--- config.mk ---
export PLATFORM = sky130hd
export DESIGN_NAME = wdog_timer
export DESIGN_NICKNAME = d
export VERILOG_FILES = /design/src/rtl/wdog_pkg.sv /design/src/rtl/wdog_regs.sv /design/src/rtl/wdog_counter.sv /design/src/rtl/wdog_actions.sv /design/src/rtl/wdog_timer.sv
export SDC_FILE = /design/constraint.sdc
export NUM_CORES = 1
export LEC_CHECK = 0
export ABC_AREA = 0
export BUFFER_PORTS_ARGS = -buffer_cell sky130_fd_sc_hd__buf_2
export CORE_MARGIN = 2
export CORE_UTILIZATION = 26
export CTS_BUF_LIST = sky130_fd_sc_hd__clkbuf_4
export CTS_CLUSTER_SIZE = 16
export DETAILED_ROUTE_END_ITERATION = 16
export GPL_TIMING_DRIVEN = 0
export PLACE_DENSITY = 0.4
export SYNTH_ARGS = -nofsm -noshare
export SYNTH_HDL_FRONTEND = slang
export SYNTH_HIERARCHICAL = 1
export SYNTH_SLANG_ARGS = --single-unit
--- constraint.sdc ---
create_clock -name clk -period 5.9 [get_ports clk]
set_input_delay 0.59 -clock clk [delete_from_list [all_inputs] [get_ports clk]]
set_output_delay 0.59 -clock clk [all_outputs]
set_load 0.05 [all_outputs]
--- src/rtl/wdog_pkg.sv ---
package wdog_pkg;
  localparam int DATA_W   = 32;
  localparam int CTRL_W   = 7;
  localparam int OFS_CNT  = 'h0;
  localparam int OFS_LOAD = 'h4;
  localparam int OFS_KICK = 'h8;
  localparam int OFS_CTRL = 'hC;
  localparam logic [DATA_W-1:0] KICK_KEY = 32'h0000_4755;
  localparam int B_EN     = 0;
  localparam int B_RST    = 1;
  localparam int B_IRQ    = 2;
  localparam int B_EXT    = 3;
  localparam int B_TICK   = 4;
  localparam int B_SCOPE  = 5;
endpackage

--- src/rtl/wdog_regs.sv ---
module wdog_regs
  import wdog_pkg::*;
#(
  parameter int ADDR_W = 4,
  parameter int DW     = DATA_W
) (
  input  logic              clk,
  input  logic              rst_n,
  input  logic [ADDR_W-1:0] bus_addr,
  input  logic              bus_we,
  input  logic [DW-1:0]     bus_wdata,
  output logic [CTRL_W-1:0] ctrl_o,
  output logic [DW-1:0]     reload_o,
  output logic              restart_o,
  output logic              irq_clr_o
);
  logic [CTRL_W-1:0] ctrl_q, ctrl_d;
  logic [DW-1:0]     reload_q, reload_d;
  logic              sel_cnt, sel_load, sel_kick, sel_ctrl;

  assign sel_cnt  = bus_we && (bus_addr == ADDR_W'(OFS_CNT));
  assign sel_load = bus_we && (bus_addr == ADDR_W'(OFS_LOAD));
  assign sel_kick = bus_we && (bus_addr == ADDR_W'(OFS_KICK));
  assign sel_ctrl = bus_we && (bus_addr == ADDR_W'(OFS_CTRL));

  always_comb begin
    ctrl_d   = ctrl_q;
    reload_d = reload_q;
    if (sel_ctrl) ctrl_d   = bus_wdata[CTRL_W-1:0];
    if (sel_load) reload_d = bus_wdata;
  end

  always_ff @(posedge clk or negedge rst_n) begin
    if (!rst_n) begin
      ctrl_q   <= '0;
      reload_q <= '1;
    end else begin
      ctrl_q   <= ctrl_d;
      reload_q <= reload_d;
    end
  end

  assign restart_o = sel_kick && (bus_wdata == KICK_KEY);
  assign irq_clr_o = sel_cnt && bus_wdata[0];
  assign ctrl_o    = ctrl_q;
  assign reload_o  = reload_q;

  p_ctrl_write_r10: assert property (@(posedge clk) disable iff (!rst_n)
    sel_ctrl |=> ctrl_q == $past(bus_wdata[CTRL_W-1:0]));
endmodule

--- src/rtl/wdog_counter.sv ---
module wdog_counter #(
  parameter int DW = 32
) (
  input  logic          clk,
  input  logic          rst_n,
  input  logic          en,
  input  logic          step,
  input  logic          restart,
  input  logic [DW-1:0] load_val,
  output logic [DW-1:0] cnt_o,
  output logic          expire_o
);
  localparam logic [DW-1:0] ONE = DW'(1);

  logic [DW-1:0] cnt_q, cnt_d;
  logic          exp_q, exp_d;
  logic          dec;

  assign dec = en && step && (cnt_q != '0);

  always_comb begin
    cnt_d = cnt_q;
    exp_d = 1'b0;
    if (restart) begin
      cnt_d = load_val;
    end else if (dec) begin
      cnt_d = cnt_q - ONE;
      exp_d = (cnt_q == ONE);
    end
  end

  always_ff @(posedge clk or negedge rst_n) begin
    if (!rst_n) begin
      cnt_q <= '1;
      exp_q <= 1'b0;
    end else begin
      cnt_q <= cnt_d;
      exp_q <= exp_d;
    end
  end

  assign cnt_o    = cnt_q;
  assign expire_o = exp_q;

  p_restart_load_r2: assert property (@(posedge clk) disable iff (!rst_n)
    restart |=> cnt_q == $past(load_val));
  p_freeze_r4: assert property (@(posedge clk) disable iff (!rst_n)
    (!en && !restart) |=> cnt_q == $past(cnt_q));
  p_hold_zero_r7: assert property (@(posedge clk) disable iff (!rst_n)
    (cnt_q == '0 && !restart) |=> cnt_q == '0);
  p_expire_single_r7: assert property (@(posedge clk) disable iff (!rst_n)
    exp_q |=> !exp_q);
  p_expire_at_zero_r7: assert property (@(posedge clk) disable iff (!rst_n)
    exp_q |-> cnt_q == '0 || $past(restart));
endmodule

--- src/rtl/wdog_actions.sv ---
module wdog_actions (
  input  logic clk,
  input  logic rst_n,
  input  logic expire,
  input  logic act_rst,
  input  logic act_irq,
  input  logic act_ext,
  input  logic irq_clr,
  output logic sys_rst_o,
  output logic ext_o,
  output logic irq_o
);
  logic rst_q, rst_d, ext_q, ext_d, irq_q, irq_d;

  always_comb begin
    rst_d = expire && act_rst;
    ext_d = expire && act_ext;
    irq_d = irq_q;
    if (irq_clr)            irq_d = 1'b0;
    if (expire && act_irq)  irq_d = 1'b1;
  end

  always_ff @(posedge clk or negedge rst_n) begin
    if (!rst_n) begin
      rst_q <= 1'b0;
      ext_q <= 1'b0;
      irq_q <= 1'b0;
    end else begin
      rst_q <= rst_d;
      ext_q <= ext_d;
      irq_q <= irq_d;
    end
  end

  assign sys_rst_o = rst_q;
  assign ext_o     = ext_q;
  assign irq_o     = irq_q;

  p_rst_pulse_r8: assert property (@(posedge clk) disable iff (!rst_n)
    rst_q |=> !rst_q);
  p_ext_pulse_r8: assert property (@(posedge clk) disable iff (!rst_n)
    ext_q |=> !ext_q);
  p_irq_sticky_r9: assert property (@(posedge clk) disable iff (!rst_n)
    (irq_q && !irq_clr) |=> irq_q);
  p_irq_cause_r9: assert property (@(posedge clk) disable iff (!rst_n)
    $rose(irq_q) |-> $past(expire));
endmodule

--- src/rtl/wdog_timer.sv ---
module wdog_timer
  import wdog_pkg::*;
#(
  parameter int ADDR_W = 4
) (
  input  logic              clk,
  input  logic              rst_n,
  input  logic              tick_1mhz,
  input  logic [ADDR_W-1:0] bus_addr,
  input  logic              bus_we,
  input  logic [DATA_W-1:0] bus_wdata,
  output logic [DATA_W-1:0] bus_rdata,
  output logic              timeout_o,
  output logic              sys_rst_req_o,
  output logic              ext_rst_o,
  output logic              irq_o,
  output logic [1:0]        rst_scope_o
);
  logic [CTRL_W-1:0] ctrl;
  logic [DATA_W-1:0] reload, cnt;
  logic              restart, irq_clr, step, expire;

  wdog_regs #(.ADDR_W(ADDR_W), .DW(DATA_W)) u_regs (
    .clk(clk), .rst_n(rst_n), .bus_addr(bus_addr), .bus_we(bus_we),
    .bus_wdata(bus_wdata), .ctrl_o(ctrl), .reload_o(reload),
    .restart_o(restart), .irq_clr_o(irq_clr)
  );

  assign step = ctrl[B_TICK] ? tick_1mhz : 1'b1;

  wdog_counter #(.DW(DATA_W)) u_cnt (
    .clk(clk), .rst_n(rst_n), .en(ctrl[B_EN]), .step(step),
    .restart(restart), .load_val(reload), .cnt_o(cnt), .expire_o(expire)
  );

  wdog_actions u_act (
    .clk(clk), .rst_n(rst_n), .expire(expire),
    .act_rst(ctrl[B_RST]), .act_irq(ctrl[B_IRQ]), .act_ext(ctrl[B_EXT]),
    .irq_clr(irq_clr), .sys_rst_o(sys_rst_req_o), .ext_o(ext_rst_o),
    .irq_o(irq_o)
  );

  always_comb begin
    bus_rdata = '0;
    if (bus_addr == ADDR_W'(OFS_CNT))       bus_rdata = cnt;
    else if (bus_addr == ADDR_W'(OFS_LOAD)) bus_rdata = reload;
    else if (bus_addr == ADDR_W'(OFS_CTRL)) bus_rdata = DATA_W'(ctrl);
  end

  assign timeout_o   = expire;
  assign rst_scope_o = ctrl[B_SCOPE+1:B_SCOPE];

  p_rst_follows_timeout_r8: assert property (@(posedge clk) disable iff (!rst_n)
    sys_rst_req_o |-> $past(timeout_o));
endmodule

# After elaboration in Yosys (flattened, before gate mapping)
# Cells that the tools add are included.
[word_totals]
register_bits = 75
input_bits = 40
output_inout_bits = 38
elab_cells = 38
[op_classes]
n_addsub = 1
eq_ne = 5
n_mux = 10
reduce_logical = 15
[ops]
columns = ["cell", "count"]
rows = [
  ["$mux W32", 4],
  ["$eq A32 B1 Y1 const B", 1],
  ["$eq A32 B15 Y1 const B", 1],
  ["$reduce_bool A32 Y1", 1],
  ["$sub A32 B1 Y32 const B", 1],
  ["$logic_and A1 B1 Y1", 11],
  ["$eq A4 B4 Y1 const B", 2],
  ["$mux W7", 1],
  ["$mux W1", 5],
  ["$eq A4 B3 Y1 const B", 1],
  ["$logic_not A4 Y1", 1],
  ["$reduce_bool A2 Y1", 2],
]

# Longest topological paths before layout
# Gate-level depths: netlist of the first run.
[depth]
word_depth = 5
depth_mapped = 9
depth_no_buf = 7

# By module
# Netlist of the first run, hierarchy kept.
[by_module_without_submodules]
columns = ["module", "instances", "cells_per_inst", "area_per_inst_um2", "seq_area_each_um2"]
rows = [
  ["wdog_counter", 1, 239, 2138.3, 865.8],
  ["wdog_regs", 1, 98, 1742.9, 1016.0],
  ["wdog_timer", 1, 92, 564.3, 0.0],
  ["wdog_actions", 1, 8, 103.8, 75.1],
]

# Least setup slack after synthesis of the first run
# Ideal clock, no wire load.
[synth_timing]
path_type = "in2out"
start = "input port bus_addr[2]"
end = "output port bus_rdata[5]"
arrival_ns = 1.907
required_time_ns = 5.310
setup_slack_ns = 3.403
cell_stages = 5
path_buffers = 2
path_cell_list = "buf_6 > nor4bb_1 > buf_2 > nand2_1 > a21oi_1"
[synth_between]
elab_chain_cells = 4
elab_cells_between_ends = 6
cone_classes = "2 x eq/ne; 3 x mux; 1 x reduce/logical"
[synth_rtl]
columns = ["item", "line", "source"]
rows = [
  ["start: declaration", "wdog_timer.sv:9", "input logic [ADDR_W-1:0] bus_addr,"],
  ["$eq A4 B4 Y1", "wdog_timer.sv:47", "else if (bus_addr == ADDR_W'(OFS_CTRL)) bus_rdata = DATA_W'(ctrl);"],
  ["$mux W7", "wdog_timer.sv:47", ""],
  ["$mux W32", "wdog_timer.sv:46", "else if (bus_addr == ADDR_W'(OFS_LOAD)) bus_rdata = reload;"],
  ["$mux W32 *", "wdog_timer.sv:45", "if (bus_addr == ADDR_W'(OFS_CNT)) bus_rdata = cnt;"],
  ["end: declaration", "wdog_timer.sv:12", "output logic [DATA_W-1:0] bus_rdata,"],
]
# Every way passes the cells marked *; elsewhere a longest branch is shown, timed or not.

# Worst setup path after layout of the first run
[layout_timing]
start = "input port bus_wdata[3]"
end = "register u_cnt.cnt_q[15] (netlist: u_cnt/cnt_o[15])"
[layout_between]
elab_chain_cells = 3
elab_cells_between_ends = 4
cone_classes = "1 x eq/ne; 1 x mux; 2 x reduce/logical"
[layout_rtl]
columns = ["item", "line", "source"]
rows = [
  ["start: declaration", "wdog_timer.sv:11", "input logic [DATA_W-1:0] bus_wdata,"],
  ["$eq A32 B15 Y1 *", "wdog_regs.sv:43", "assign restart_o = sel_kick && (bus_wdata == KICK_KEY);"],
  ["$logic_and A1 B1 Y1 *", "wdog_regs.sv:43", ""],
  ["net restart", "wdog_timer.sv:21", "logic restart, irq_clr, step, expire;"],
  ["$mux W32 / $reduce_bool A2 Y1 (equally long branches)", "n/a", ""],
  ["end signal: assignment", "wdog_counter.sv:37", "cnt_q <= cnt_d;"],
  ["end: declaration", "wdog_counter.sv:15", "logic [DW-1:0] cnt_q, cnt_d;"],
]
# Mark *: on every way through the listed nets, which the timed path passes. The rest lies on a longest branch.
# A chain may end at the register's enable or synchronous reset.

==> results.tsv, run 1 <==
metric	value	unit
total routed wirelength	14.5	mm
I/O pin count	78	
Starting Density	26.5	%
number of design rule violations left after detail routing	0	
post-synthesis async set-or-reset flop share	100	%
cell area power density	354	nW/um^2
CP max stage delay	750	ps
clock-pin slew reported for the worst setup and hold paths after clock tree synthesis	120	ps
Worst setup EP type	flip-flop	
buffers added on ports	77	
core area	17200	sq um
Synth top cells by count	64 x dfstp_2, 55 x nor2_1, 31 x nand2_1	
reg-to-reg endpoint	u_cnt/cnt_o[31]	
count of synthesis-stage warnings from yosys	6	
portion of the post-synthesis area used by sequential elements	43.0	%
post-synthesis register bit count	75	
Routed WL per cell	19.2	um
vias in the first global route	3895	
endpoint with the worst hold slack	u_regs/reload_o[22]	
total CTS buffers	9	
headroom to the max-slew limit	38.1	%
net switching share of the total power	37.9	%
number of maximum-capacitance constraint violations	0	
switching power of the nets	0.725	mW
number of standard-cell rows in the floorplan	48	
Yosys top cell by area	dfstp_2	
TritonCTS clock tree	built	
clock share of power	19.1	%
overall power consumption	1.91	mW
Worst IR Drop VDD	102	uV
CTS H-tree depth	3	
overall die height	136	um
portion of the clock cycle consumed by the worst path in the final layout	55.9	%
Fin Hold WS	365	ps
cell area after placement	5250	sq um
peak fanout along the critical path	10	
worst min-delay path class	input pin to flip-flop	
combined area of all synthesized cells	4550	sq um
share of the synthesized area in the top cell type	37.0	%
Placer Congestion	0.811	
worst clock skew	14.2	ps
sum of overflow across all layers after global routing	0	
area enclosed by the die boundary	18600	sq um
quantity of gates resized following cts	0	
number of nets produced by synthesis	479	
number of cells on the worst reg-to-reg path	5	
setup repair after global routing missed its margin	no	
data required time at the worst endpoint	6300	ps
Hold Vio Cnt, Final	0	
Comb power frac	33.4	%
Highest Clock Rate	0.303	GHz
clock sink total	75	
Top Family by Delay on Critical Path	simple AND/OR/NAND/NOR gates	
DP HPWL	10.7	mm
root buffer cell	clkbuf_4	
outcome	complete, no violations	
antenna violations before repair	1	
most used cell, CP	clkbuf_1	
leading cell type by number of instances after synthesis	dfstp_2	
GRT Resource Usage Total	16.4	%
CTS Buffer Depth	2	
Routed Antenna Nets	0	
critical-path cell list	buf_2 -> nor4bb_1 -> nand4_1 -> nor3_1 -> clkbuf_1 -> clkbuf_1 -> nand2_1 -> nand3_1	
Post-synth EDFFs	0	
Slew Limit Fails	0	
number of DRC markers after the initial detailed-route iteration	185	
Die Width	136	um
Vias	3818	
class of the most critical setup path	input pin to flip-flop	
wire length of the first global-routing pass	22.8	mm
largest net degree at the start of global routing	45	
static power due to leakage	2.23	nW
final cell area excluding filler cells	5400	sq um
Arrival @ worst endpoint	3700	ps
synth unique cells	56	
number of cells traversed by the worst hold path	2	
final critical path time including I/O delays and setup	3300	ps
final setup violation count	0	
number of instances in the synthesized netlist	437	
number of buffers inserted by hold repair at cts	0	
startpoint of the most critical hold path	bus_wdata[22]	
sequential group share of total power	47.5	%
share of the core filled with cells in the final layout	31.4	%
Setup TNS Final	0	ps
top post-synthesis cells by area	dfstp_2 37%, mux2_4 9.9%, dfrtp_1 6.1%, mux2i_1 5.5%, nor2_1 4.5%	
slowest stage cell on the critical path	nor3_1	
total number of nets in the final design	568	
Area growth syn-to-layout	18.7	%
R2R Path Start	u_cnt/cnt_o[12]	
Critical Path Source Type	input pin	
setup bufs post-CTS	0	
detailed-route vias per instance	5.04	
Buf/Inv on CP	3	
most frequently used flop master after synthesis	dfstp_2	
share of layout cells above drive strength 1	42.7	%
drt pass-1 iters	5	
transition time of the tightest slew-check pin	920	ps
Worst-Skew Late Latency	470	ps
Avg Synthesized Cell Area	10.4	sq um
internal power contribution	1.19	mW
internal reg-to-reg setup slack	3210	ps
[power by group through the flow]
stage	logic [mW]	registers, mW	clock network [mW]
floorplan	0.472	0.869	0
global placement	0.625	0.915	0
detailed placement	0.634	0.917	0
CTS	0.638	0.909	0.386
global route	0.697	0.942	0.405
finish	0.640	0.909	0.365
[flip-flops by register name, summed over array words and instances (netlist names)]
signal and cells:
u_act/sys_rst_o 1, u_regs/ctrl_o 7, u_cnt/expire_o 1, u_regs/reload_o 32, u_cnt/cnt_o 32, u_act/ext_o 1
u_act/irq_o 1
[worst reg2reg max path: stages (launching register included)]
cell and delay, ps:
dfstp_2 420, nor4_1 800, and3_1 330, nand4_2 290
or4b_2 700, nand3_1 110
[layer usage]
metal  wire (um)  up-vias  global-route usage [%]
li1            -     1817                       -
met1        6950     1860                    23.0
met2        6480      121                    24.9
met3         839       20                    3.95
met4         234        0                    4.80
met5           0        -                       0
[worst max-delay path by stage]
| stage | cells after the start | to | start |
|---|---|---|---|
| 5_1_grt | 8 | u_cnt/cnt_o[15] | bus_wdata[1] |
| 4_1_cts | 8 | u_cnt/cnt_o[13] | bus_wdata[3] |
| 2_1_floorplan | 5 | bus_rdata[5] | bus_addr[2] |
| 6_report | 8 | u_cnt/cnt_o[15] | bus_wdata[3] |
| 3_3_place_gp | 8 | u_cnt/cnt_o[13] | bus_wdata[3] |
| 3_5_place_dp | 8 | u_cnt/cnt_o[5] | bus_wdata[3] |
[stage by stage]
step	setup WS, ps	std cells
finish	2600	757
global route	2460	757
CTS	2680	756
detailed placement	2210	740
global placement	2170	739
floorplan	3400	437
[kinds of logic (layout without fill, tap and decap cells)]
logic type                 after synthesis  count (layout)  synth area share (%)
AOI/OAI and AO/OA                       72              72                  10.7
buffers and inverters                   33             127                  4.68
DFF                                     75              75                  43.0
other                                    0               1                     0
adders and majority gates                2               2                 0.550
xor gates and xnor gates                 7               7                  1.35
muxes                                   65              65                  17.9
and+or+nand+nor                        183             183                  21.8
[final cells by class]
type / count / area (sq um)
plain buffers: 26 / 186
multi-input cells: 329 / 2380
clock inverters: 7 / 82.6
clock buffers: 9 / 67.6
diodes: 1 / 2.50
inverters: 7 / 26.3
flip-flops and latches: 75 / 1960
repair buffers: 78 / 415
well taps: 225 / 282
fillers: 1844 / 11800
[cells in the final DEF (no fill, tap or decap), drive strengths merged, types with 13 or more instances in the layout]
master / n
a31oi: 15
clkbuf: 17
o21ai: 20
mux2i: 25
nor2: 56
dfstp: 64
nand2: 31
or4: 20
buf: 96
mux2: 40
nor4: 13
Note: power is estimated with default switching activity, not from simulation.
==> inputs of run 2 (changes only) <==
clock period = 3.15 ns   (was 5.9 ns; I/O delays follow)
==> run 2 against run 1 <==
  * Sequential cell count unchanged
  * Total power rose by 87%
  * Clock skew grew 0.87 ps
  * Die area unchanged
  * Sequential power rose by 87%
==> results.tsv, run 2 (synthesis gave the netlist of run 1 again) <==
metric	value	unit	change
GRT Resource Usage Total	16.4	%	unchanged
total routed wirelength	14.5	mm	-0.24%
outcome	complete, no violations		
antenna violations before repair	1		unchanged
data required time at the worst endpoint	3540	ps	-2760 ps
worst min-delay path class	input pin to flip-flop		
portion of the clock cycle consumed by the worst path in the final layout	88.7	%	
final critical path time including I/O delays and setup	2790	ps	
most frequent cells in the layout	84 x buf_2, 64 x dfstp_2, 55 x nor2_1		
total number of nets in the final design	568		unchanged
static power due to leakage	2.23	nW	about the same
number of buffers inserted by hold repair at cts	0		unchanged
share of layout cells above drive strength 1	42.9	%	+0.19 points
sequential cell area in the final layout	1960	sq um	unchanged
number of fillers in the final layout	1845		+0.054%
Worst-Skew Late Latency	470	ps	about the same
transition time of the tightest slew-check pin	908	ps	-12.5 ps
cell area power density	662	nW/um^2	+87%
Worst IR Drop VDD	191	uV	+87%
clock sink total	75		unchanged
class of the most critical setup path	input pin to flip-flop		
wire length of the first global-routing pass	22.8	mm	unchanged
total CTS buffers	9		unchanged
Slew Limit Fails	0		unchanged
headroom to the max-slew limit	38.9	%	+0.84 points
sum of overflow across all layers after global routing	0		unchanged
number of design rule violations left after detail routing	0		unchanged
number of standard-cell rows in the floorplan	48		unchanged
Routed Antenna Nets	0		unchanged
detailed-route vias per instance	4.99		-1.1%
final setup violation count	0		unchanged
DP HPWL	10.7	mm	unchanged
area enclosed by the die boundary	18600	sq um	unchanged
drt pass-1 iters	4		-1
internal power contribution	2.23	mW	+87%
Starting Density	26.5	%	unchanged
setup repair after global routing missed its margin	no		
CTS Buffer Depth	2		unchanged
Die Width	136	um	unchanged
Vias	3776		-1.1%
number of maximum-capacitance constraint violations	0		unchanged
worst setup slack after placement	-267	ps	-2480 ps
vias in the first global route	3895		unchanged
overall power consumption	3.58	mW	+87%
CTS H-tree depth	3		unchanged
Area growth syn-to-layout	18.8	%	about the same
Comb power frac	33.4	%	about the same
buffers added on ports	77		unchanged
switching power of the nets	1.35	mW	+87%
Setup TNS Final	0	ps	unchanged
Worst setup EP type	flip-flop		
most common library cell in the layout ignoring fill and taps	buf_2		
final worst setup slack	357	ps	-2250 ps
Arrival @ worst endpoint	3180	ps	-520 ps
cell area after placement	5250	sq um	unchanged
largest net degree at the start of global routing	45		unchanged
I/O pin count	78		unchanged
Hold Vio Cnt, Final	0		unchanged
Placer Congestion	0.811		unchanged
final cell area excluding filler cells	5400	sq um	about the same
share of the core filled with cells in the final layout	31.5	%	about the same
number of DRC markers after the initial detailed-route iteration	176		-4.9%
clock-pin slew reported for the worst setup and hold paths after clock tree synthesis	130	ps	about the same
Highest Clock Rate	0.358	GHz	
TritonCTS clock tree	built		
post-route insts no fill	757		unchanged
peak fanout along the critical path	10		unchanged
core area	17200	sq um	unchanged
overall die height	136	um	unchanged
net switching share of the total power	37.8	%	-0.069 points
Routed WL per cell	19.1	um	-0.24%
instance count after placement with tap cells included	740		unchanged
root buffer cell	clkbuf_4		
Fin Hold WS	87.4	ps	-278 ps
clock share of power	19.1	%	about the same
sequential group share of total power	47.5	%	about the same
worst clock skew	15.1	ps	+0.866 ps
area of the multi-input gates	2380	sq um	+0.21%
Critical Path Source Type	input pin		
run 2: cell count changes in the layout (fill, tap and decap cells not counted):
cell and change:
nor3_2 +1, nor3_1 -1
run 2: cell type report:
type	count	area share, %
multi-input combinational	329	44.1
sequential	75	36.2
timing repair buffer	78	7.69
tap	225	5.21
buffer	26	3.45
clock inverter	7	1.53
clock buffer	9	1.25
inverter	7	0.486
antenna	1	0.0463
run 2: per-layer routing:
layer / track usage (%) / vias to the layer above / wire length, um
li1: - / 1817 / -
met1: 23.0 / 1839 / 6860
met2: 24.9 / 109 / 6510
met3: 3.95 / 11 / 910
met4: 4.80 / 0 / 188
met5: 0 / - / 0
run 2: timing repair:
item                       CTS  global route
setup endpoints to repair    0             4
setup buffers                0             0
resized for setup            0             1
run 2: worst paths after layout:
kind | startpoint | to | slack (ps) | depth (start not counted)
setup / recovery | bus_wdata[3] | u_cnt/cnt_o[14] | 360 | 8
hold / removal | bus_wdata[22] | u_regs/reload_o[22] | 90 | 2
setup reg to reg | u_cnt/cnt_o[12] | u_cnt/cnt_o[31] | 470 | 5
hold reg to reg | u_regs/reload_o[23] | u_cnt/cnt_o[23] | 500 | 2
max in group asynchronous | rst_n | u_cnt/cnt_o[31] | 2700 | 2
min in group asynchronous | rst_n | u_regs/reload_o[11] | 120 | 1
run 2: worst max-delay path, stage by stage:
cell      delay, ps
buf_2           120
nor4bb_1        670
nand4_1         330
nor3_2          480
clkbuf_1        500
clkbuf_1        530
nand2_1         120
o21ai_0         100
run 2: power groups by stage:
stage                     registers (mW)  clock network, mW  logic (mW)
after global placement              1.71                  0        1.17
after CTS                           1.70              0.722        1.19
final                               1.70              0.684        1.19
after detailed placement            1.72                  0        1.19
after global routing                1.76              0.759        1.30
after floorplan                     1.63                  0       0.884
